### src/rtl/msm_pkg.sv
package msm_pkg;

    // Per-bit tracker state: no interval open, or an interval in progress.
    typedef enum logic {
        TRK_IDLE = 1'b0,
        TRK_OPEN = 1'b1
    } trk_state_e;

    // Number of mask bits observed by the monitor.
    localparam int NUM_TRK = 2;

endpackage

### src/rtl/msm_span.sv
// Saturating elapsed-count calculation: now - origin, or all ones if now < origin.
module msm_span #(
    parameter int CNT_W = 32
) (
    input  logic [CNT_W-1:0] now,
    input  logic [CNT_W-1:0] origin,
    output logic [CNT_W-1:0] span
);
    localparam logic [CNT_W-1:0] SAT = '1;

    always_comb begin
        if (now >= origin) begin
            span = now - origin;
        end else begin
            span = SAT;
        end
    end
endmodule

### src/rtl/msm_tracker.sv
// One mask-bit tracker: open/close FSM plus shortest/longest statistics.
module msm_tracker
    import msm_pkg::*;
#(
    parameter int CNT_W = 32
) (
    input  logic             clk,
    input  logic             rst_n,
    input  logic             sample,
    input  logic             snap,
    input  logic             mask_bit,
    input  logic [CNT_W-1:0] cnt,
    output logic [CNT_W-1:0] min_q,
    output logic [CNT_W-1:0] max_q
);
    localparam logic [CNT_W-1:0] MIN_INIT = '1;

    trk_state_e       state_q;
    trk_state_e       state_d;
    logic [CNT_W-1:0] start_q;
    logic [CNT_W-1:0] span;
    logic             opening;
    logic             closing;
    logic             peeking;

    msm_span #(.CNT_W(CNT_W)) u_span (
        .now    (cnt),
        .origin (start_q),
        .span   (span)
    );

    assign opening = sample && (state_q == TRK_IDLE) && mask_bit;
    assign closing = sample && (state_q == TRK_OPEN) && !mask_bit;
    assign peeking = snap   && (state_q == TRK_OPEN) && !closing;

    // Next-state logic.
    always_comb begin
        state_d = state_q;
        unique case (state_q)
            TRK_IDLE: if (opening) state_d = TRK_OPEN;
            TRK_OPEN: if (closing) state_d = TRK_IDLE;
            default:  state_d = TRK_IDLE;
        endcase
    end

    // State register.
    always_ff @(posedge clk) begin
        if (!rst_n) begin
            state_q <= TRK_IDLE;
        end else begin
            state_q <= state_d;
        end
    end

    // Output / datapath registers.
    always_ff @(posedge clk) begin
        if (!rst_n) begin
            start_q <= '0;
            min_q   <= MIN_INIT;
            max_q   <= '0;
        end else begin
            if (opening) begin
                start_q <= cnt;
            end
            if (closing) begin
                if (span < min_q) min_q <= span;
                if (span > max_q) max_q <= span;
            end else if (peeking) begin
                if (span > max_q) max_q <= span;
            end
        end
    end
endmodule

### src/rtl/msm_report.sv
// Reporting view: substitute the longest value while the shortest is still at its sentinel.
module msm_report #(
    parameter int CNT_W = 32
) (
    input  logic [CNT_W-1:0] raw_min,
    input  logic [CNT_W-1:0] raw_max,
    output logic [CNT_W-1:0] rep_min
);
    localparam logic [CNT_W-1:0] SENTINEL = '1;

    always_comb begin
        if (raw_min == SENTINEL) begin
            rep_min = raw_max;
        end else begin
            rep_min = raw_min;
        end
    end
endmodule

### src/rtl/mask_span_monitor.sv
module mask_span_monitor
    import msm_pkg::*;
#(
    parameter int CNT_W = 32
) (
    input  logic             clk,
    input  logic             rst_n,
    input  logic             sample,
    input  logic             snap,
    input  logic             mask_i,
    input  logic             mask_x,
    input  logic [CNT_W-1:0] cnt,
    output logic [CNT_W-1:0] i_min,
    output logic [CNT_W-1:0] i_max,
    output logic [CNT_W-1:0] x_min,
    output logic [CNT_W-1:0] x_max
);
    logic [NUM_TRK-1:0] mask_vec;
    logic [CNT_W-1:0]   raw_min [NUM_TRK];
    logic [CNT_W-1:0]   raw_max [NUM_TRK];
    logic [CNT_W-1:0]   rep_min [NUM_TRK];

    assign mask_vec = {mask_x, mask_i};

    for (genvar g = 0; g < NUM_TRK; g++) begin : g_trk
        msm_tracker #(.CNT_W(CNT_W)) u_trk (
            .clk      (clk),
            .rst_n    (rst_n),
            .sample   (sample),
            .snap     (snap),
            .mask_bit (mask_vec[g]),
            .cnt      (cnt),
            .min_q    (raw_min[g]),
            .max_q    (raw_max[g])
        );

        msm_report #(.CNT_W(CNT_W)) u_rep (
            .raw_min (raw_min[g]),
            .raw_max (raw_max[g]),
            .rep_min (rep_min[g])
        );
    end

    assign i_min = rep_min[0];
    assign i_max = raw_max[0];
    assign x_min = rep_min[1];
    assign x_max = raw_max[1];
endmodule

### config.mk
export PLATFORM = sky130hd
export DESIGN_NAME = mask_span_monitor
export DESIGN_NICKNAME = d
export VERILOG_FILES = /design/src/rtl/msm_pkg.sv /design/src/rtl/msm_span.sv /design/src/rtl/msm_tracker.sv /design/src/rtl/msm_report.sv /design/src/rtl/mask_span_monitor.sv
export SDC_FILE = /design/constraint.sdc
export NUM_CORES = 1
export LEC_CHECK = 0
export BUFFER_PORTS_ARGS = -buffer_cell sky130_fd_sc_hd__buf_2
export CORE_MARGIN = 10
export CORE_UTILIZATION = 45
export CTS_CLUSTER_DIAMETER = 100
export CTS_CLUSTER_SIZE = 24
export DETAILED_ROUTE_END_ITERATION = 12
export GPL_TIMING_DRIVEN = 0
export PLACE_DENSITY = 0.65
export SKIP_CTS_REPAIR_TIMING = 1
export SLEW_MARGIN = 10
export SYNTH_ARGS = -nofsm -noshare
export SYNTH_HDL_FRONTEND = slang
export SYNTH_SLANG_ARGS = --single-unit
### constraint.sdc
create_clock -name clk -period 11.9 [get_ports clk]
set_input_delay 0.595 -clock clk [delete_from_list [all_inputs] [get_ports clk]]
set_output_delay 0.595 -clock clk [all_outputs]
set_load 0.03 [all_outputs]
# Word-level counts from Yosys, hierarchy flattened
# Cells that the tools add are included.
dict set report word_totals {
  register_bits 194
  latchBits 0
  mem_bits_rw 0
  romBits 0
  inputBits 38
  output_inout_bits 128
  memories 0
}
dict set report classes {
  n_addsub 2
  n_mul 0
  div 0
  n_lt_le_gt_ge 6
  n_eq_ne 2
  shift 0
  mux 16
  bitwise 2
  reduce_logical 20
}
# op n
set op_table {}
lappend op_table {{$mux 32} 10}
lappend op_table {{$eq 32x32->1 const B} 2}
lappend op_table {{$ge 32x32->1} 2}
lappend op_table {{$gt 32x32->1} 2}
lappend op_table {{$lt 32x32->1} 2}
lappend op_table {{$sub 32x32->32} 2}
lappend op_table {{$logic_and 1x1->1} 12}
lappend op_table {{$logic_not 1->1} 4}
lappend op_table {{$mux 1} 4}
lappend op_table {{$pmux 1 s2} 2}
lappend op_table {{$reduce_and 2->1} 2}
lappend op_table {{$reduce_bool 2->1} 2}
lappend op_table {{$not 1->1} 2}

# Longest topological paths before layout
dict set report logic_depth {
  depth_word 6
  mapped_depth 23
}

# Cells and area by module
# From an unflattened synthesis, not the netlist that was laid out.
dict set report hier_totals {
  cells_unflattened 2027
  area_unflattened_um2 16259.3
}
# module n_inst cells_each area_each_um2 seq_area_each_um2
set modules_own_cells {}
lappend modules_own_cells {{msm_tracker at g_trk[0].u_trk} 1 650 5570.3 1941.9}
lappend modules_own_cells {{msm_tracker at g_trk[1].u_trk} 1 613 5272.6 1941.9}
lappend modules_own_cells {{msm_span at g_trk[1].u_trk.u_span} 1 335 2137.0 0.0}
lappend modules_own_cells {{msm_span at g_trk[0].u_trk.u_span} 1 337 2133.3 0.0}
lappend modules_own_cells {msm_report 2 46 573.0 0.0}

# Worst setup path after synthesis
# Ideal clock, no wire load.
dict set report synth_timing {
  path_kind {in2reg}
  from {input port cnt[0]}
  to {register g_trk[0].u_trk.max_q[16]}
  setup_time_ns 0.091
  arrival_time_ns 5.390
  required_time_ns 11.809
  slack_ns 6.419
  stages 22
  cell_sequence {inv_1 ha_1 fa_1 nand2b_1 a211o_1 a211o_1 a2111oi_4 or3_1 buf_4 nand2_1 a211oi_1 inv_1 ha_1 nand4_1 or3_1 or4_1 o211ai_1 and2_1 clkbuf_1 clkbuf_1 nor3_1 a311oi_1}
}
dict set report synth_via {
  elab_chain_cells 6
  elab_cells_between_ends 7
}
# element line
set synth_rtl {}
lappend synth_rtl {{start, declared} mask_span_monitor.sv:12} ;# input logic [CNT_W-1:0] cnt,
lappend synth_rtl {{$sub 32x32->32 or $ge 32x32->1 (tied branches)} {msm_span.sv:13, msm_span.sv:12}}
lappend synth_rtl {{$mux 32 *} msm_span.sv:12} ;# if (now >= origin) begin
lappend synth_rtl {{net g_trk[0].u_trk.span[27]} msm_tracker.sv:21} ;# logic [CNT_W-1:0] span;
lappend synth_rtl {{$gt 32x32->1 *} {msm_tracker.sv:67, msm_tracker.sv:69}}
lappend synth_rtl {{$mux 32 *} {msm_tracker.sv:67, msm_tracker.sv:69}}
lappend synth_rtl {{$mux 32} msm_tracker.sv:68} ;# end else if (peeking) begin
lappend synth_rtl {{$mux 32 *} msm_tracker.sv:65} ;# if (closing) begin
lappend synth_rtl {{end signal, assigned} msm_tracker.sv:67} ;# if (span > max_q) max_q <= span;
lappend synth_rtl {{end signal, assigned} msm_tracker.sv:69} ;# if (span > max_q) max_q <= span;
lappend synth_rtl {{end, declared} msm_tracker.sv:14} ;# output logic [CNT_W-1:0] max_q
# Mark *: on every way through the listed nets, which the timed path passes. The rest lies on a longest branch. The select of a mux whose other input is x is not followed.
# A chain may end at the register's enable or synchronous reset.

# Final worst setup path
dict set report layout_timing {
  from {register g_trk[0].u_trk.start_q[19]}
  to {register g_trk[0].u_trk.max_q[25]}
}
dict set report layout_via {
  elab_chain_cells 6
  elab_cells_between_ends 7
}
# element line
set layout_rtl {}
lappend layout_rtl {{start, declared} msm_tracker.sv:20} ;# logic [CNT_W-1:0] start_q;
lappend layout_rtl {{start signal, assigned} msm_tracker.sv:63} ;# start_q <= cnt;
lappend layout_rtl {{$sub 32x32->32 or $ge 32x32->1 (tied branches)} {msm_span.sv:13, msm_span.sv:12}}
lappend layout_rtl {{$mux 32 *} msm_span.sv:12}
lappend layout_rtl {{net g_trk[0].u_trk.span[27]} msm_tracker.sv:21}
lappend layout_rtl {{$gt 32x32->1 *} {msm_tracker.sv:67, msm_tracker.sv:69}}
lappend layout_rtl {{$mux 32 *} {msm_tracker.sv:67, msm_tracker.sv:69}}
lappend layout_rtl {{$mux 32} msm_tracker.sv:68}
lappend layout_rtl {{$mux 32 *} msm_tracker.sv:65}
# Marks and branches as above.

==> reports/metrics.yaml <==
status:
  status: "completed"
final_layout:
  final_util_pct: 51.9
  nFillCells: 3376
  layout-drive-gt1-share_pct: 10.5
  final_common_cell: "nand2_1"
  syn_to_final_growth_pct: 13.1
  final_cell_mix: "nand2_1, inv_1, dfxtp_1"
  instances_no_fill: 2663
  final_nets: 2435
global_route:
  grt_max_degree: 17
  grt_pass1_wl_um: 77800
  grt_pass1_vias: 14200
  antenna_found_initial: 4
  overflow: 0
  grt_util_all_layers_pct: 23.4
routing:
  routed_wl_um: 49700
  vias: 15300
  drt_pass1_iterations: 5
  route.detailed.drc: 0
  drt_iter0_markers: 1217
  postRouteAntennaNets: 0
  vias_per_cell: 5.76
  wl_per_cell_um: 18.7
worst_setup_path:
  cp-startpoint: "g_trk[0].u_trk.start_q[19]"
  path_class: "flop to flop"
  critPathLaunchType: "flop"
  r2r-start: "g_trk[0].u_trk.start_q[19]"
  r2r_slack_ps: 5180
  crit_path_end_kind: "flop"
  critical_path_arrival_ps: 7070
  crit_path_max_fanout: 10
  crit_required_ps: 12260
yosys:
  synth_area_sq_um: 15000
  yosysSeqAreaShare_pct: 25.8
  synth_cells: 2021
  yosys_warnings: 0
  yosysUniqueCellTypes: 76
  ys_ff_latch: 194
  synth_fp_nets: 2251
  syn_avg_cell_area_sq_um: 7.44
  async_flop_share_pct: 0
  yosys_most_used_dff: "dfxtp_1"
  synth_edf_count: 0
hold_path:
  hold_class: "primary input to flop"
  hold_start: "cnt[17]"
sta:
  worstMarginPinSlew_ps: 1190
  clock.fmax_mhz: 149
  period_share_pct: 56.4
  setup_viol: 0
  layout_min_cycle_time_ps: 6720
  hold_violations: 0
  holdWs_ps: 419
  drv_slew: 0
  slew_headroom_pct: 20.2
  skew_ps: 14.3
  grt_setup_unrepaired: "false"
  fin_tns_setup_ps: 0
die:
  rows: 66
  die_area_sq_um: 41100
  dieHeight_um: 203
  core_area_sq_um: 32800
  io_pins: 166
  die_w_um: 203
  start_util_pct: 45.9
placed_design:
  routabilityCongestion: 0.951
  dp.final_hpwl_um: 40800
  port_buffers: 165
  place_inst: 2628
pwr:
  p_int_mw: 1.32
  p_switching_mw: 1.02
  swShare_pct: 43.6
  power.leakage_nw: 7.75
  fin_total_pwr_mw: 2.34
  vdd_drop_max_mv: 0.114
  clock_power_share_pct: 25.2
  pwr-share-seq_pct: 30.0
  power_density_nw_per_um2: 137
  pwr-share-comb_pct: 44.7
clock_network:
  insertion_delay_ps: 460
  clock_sink_count: 194
  clk_pin_slew_ps: 70
  cts_made_buffers: 17
  cts-root-buf: "clkbuf_16"
  cts_tree: "done"
  htree_num_levels: 4
  cts.path.max_buffers: 2
flow_run:
  cap_violations: 0
## cell type report
type | count | area (sq um) | share of cell area (%)
Multi-Input combinational cell | 1507 | 9930 | 58.4
Sequential cell | 194 | 3880 | 22.8
Inverter | 223 | 837 | 4.92
Timing Repair Buffer | 165 | 826 | 4.85
Tap cell | 442 | 553 | 3.25
Clock buffer | 22 | 484 | 2.85
Buffer | 97 | 393 | 2.31
Clock inverter | 10 | 100 | 0.588
Antenna cell | 3 | 7.51 | 0.0441
## worst paths after layout
path,to,depth (start not counted)
max,g_trk[0].u_trk.max_q[25],22
min,g_trk[0].u_trk.start_q[17],3
max reg2reg,g_trk[0].u_trk.max_q[25],22
min reg2reg,g_trk[1].u_trk.start_q[25],2
## stage by stage
| stage | worst slack (ps) | area, sq um |
|---|---|---|
| floorplan | 6420 | 15000 |
| global placement | 5040 | 16400 |
| detailed placement | 5010 | 16400 |
| CTS | 5380 | 17000 |
| global route | 4700 | 17000 |
| finish | 5180 | 17000 |
## cell families (layout without fill, tap and decap cells)
family | after synthesis | in the layout | share of synthesized area (%)
simple gates | 645 | 645 | 19.7
compound gates | 594 | 594 | 25.4
buf+inv | 320 | 517 | 8.18
flops | 194 | 194 | 25.8
fa+ha+maj | 192 | 192 | 16.1
mux | 41 | 41 | 2.75
xor+xnor | 35 | 35 | 2.04
other cells | 0 | 3 | 0
## power by group through the flow
stage               Clock, mW  Sequential [mW]  Combinational (mW)
floorplan                   0            0.738               0.706
detailed placement          0            0.717                1.04
finish                  0.590            0.702                1.05
global route            0.625            0.705                1.15
CTS                     0.597            0.702                1.04
global placement            0            0.716                1.02
## layer usage
layer / wire (um) / vias up / global-route usage, %
met3: 2470 / 47 / 3.14
li1: - / 7552 / -
met1: 24400 / 7337 / 33.4
met4: 826 / 0 / 6.37
met5: 0 / - / 0
met2: 21900 / 391 / 36.0
## cells in the mapped netlist (4+ instances only)
| library cell | instances | share of area (%) |
|---|---|---|
| a211oi_1 | 32 | 1.6 |
| a311oi_1 | 39 | 2.3 |
| and4_1 | 10 | 0.58 |
| and2_1 | 12 | 0.50 |
| o21ai_0 | 145 | 4.8 |
| o31ai_1 | 8 | 0.40 |
| clkbuf_1 | 83 | 2.1 |
| a21boi_0 | 5 | 0.25 |
| nand4_1 | 58 | 2.4 |
| mux2i_1 | 38 | 2.5 |
| o21a_1 | 17 | 0.85 |
| nor2b_1 | 15 | 0.62 |
| o211ai_1 | 44 | 2.2 |
| a211o_1 | 8 | 0.47 |
| a31oi_1 | 25 | 1.0 |
| dfxtp_1 | 194 | 26 |
| xnor2_1 | 20 | 1.2 |
| nor2_1 | 87 | 2.2 |
| o21bai_1 | 10 | 0.50 |
| nor3_1 | 56 | 1.9 |
| a21o_1 | 45 | 2.2 |
| nand2b_1 | 11 | 0.46 |
| ha_1 | 190 | 16 |
| inv_1 | 222 | 5.5 |
| buf_2 | 8 | 0.27 |
| a21oi_1 | 172 | 5.7 |
| xor2_1 | 15 | 0.87 |
| or2_2 | 9 | 0.37 |
| or4_1 | 4 | 0.20 |
| nand3_1 | 13 | 0.43 |
| o211a_1 | 6 | 0.40 |
| nand2_1 | 330 | 8.2 |
| or3_1 | 11 | 0.46 |
| and3_1 | 7 | 0.29 |
| nor4_1 | 9 | 0.37 |
## registers in the layout (all words and copies together) (netlist names), named ones only
signal / count
g_trk.u_trk.min_q: 64
g_trk.u_trk.start_q: 64
g_trk.u_trk.max_q: 64
## worst max-delay path, cell delays in order (launching register included)
cell       delay, ps
dfxtp_1          330
inv_1             40
ha_1             250
buf_2            200
nand2_1           70
o21ai_0          680
a2111oi_4        170
a211oi_1         640
or3_1            310
buf_4            240
nand2_1           70
a211oi_1         380
inv_1            150
ha_1             320
nand4_1          140
or3_1            410
nor3_1           410
a31oi_1          200
o211ai_1         160
o21bai_1         420
nand2_1          350
buf_1            350
a211oi_1         330
No activity file was read; power rests on OpenSTA's default activity.
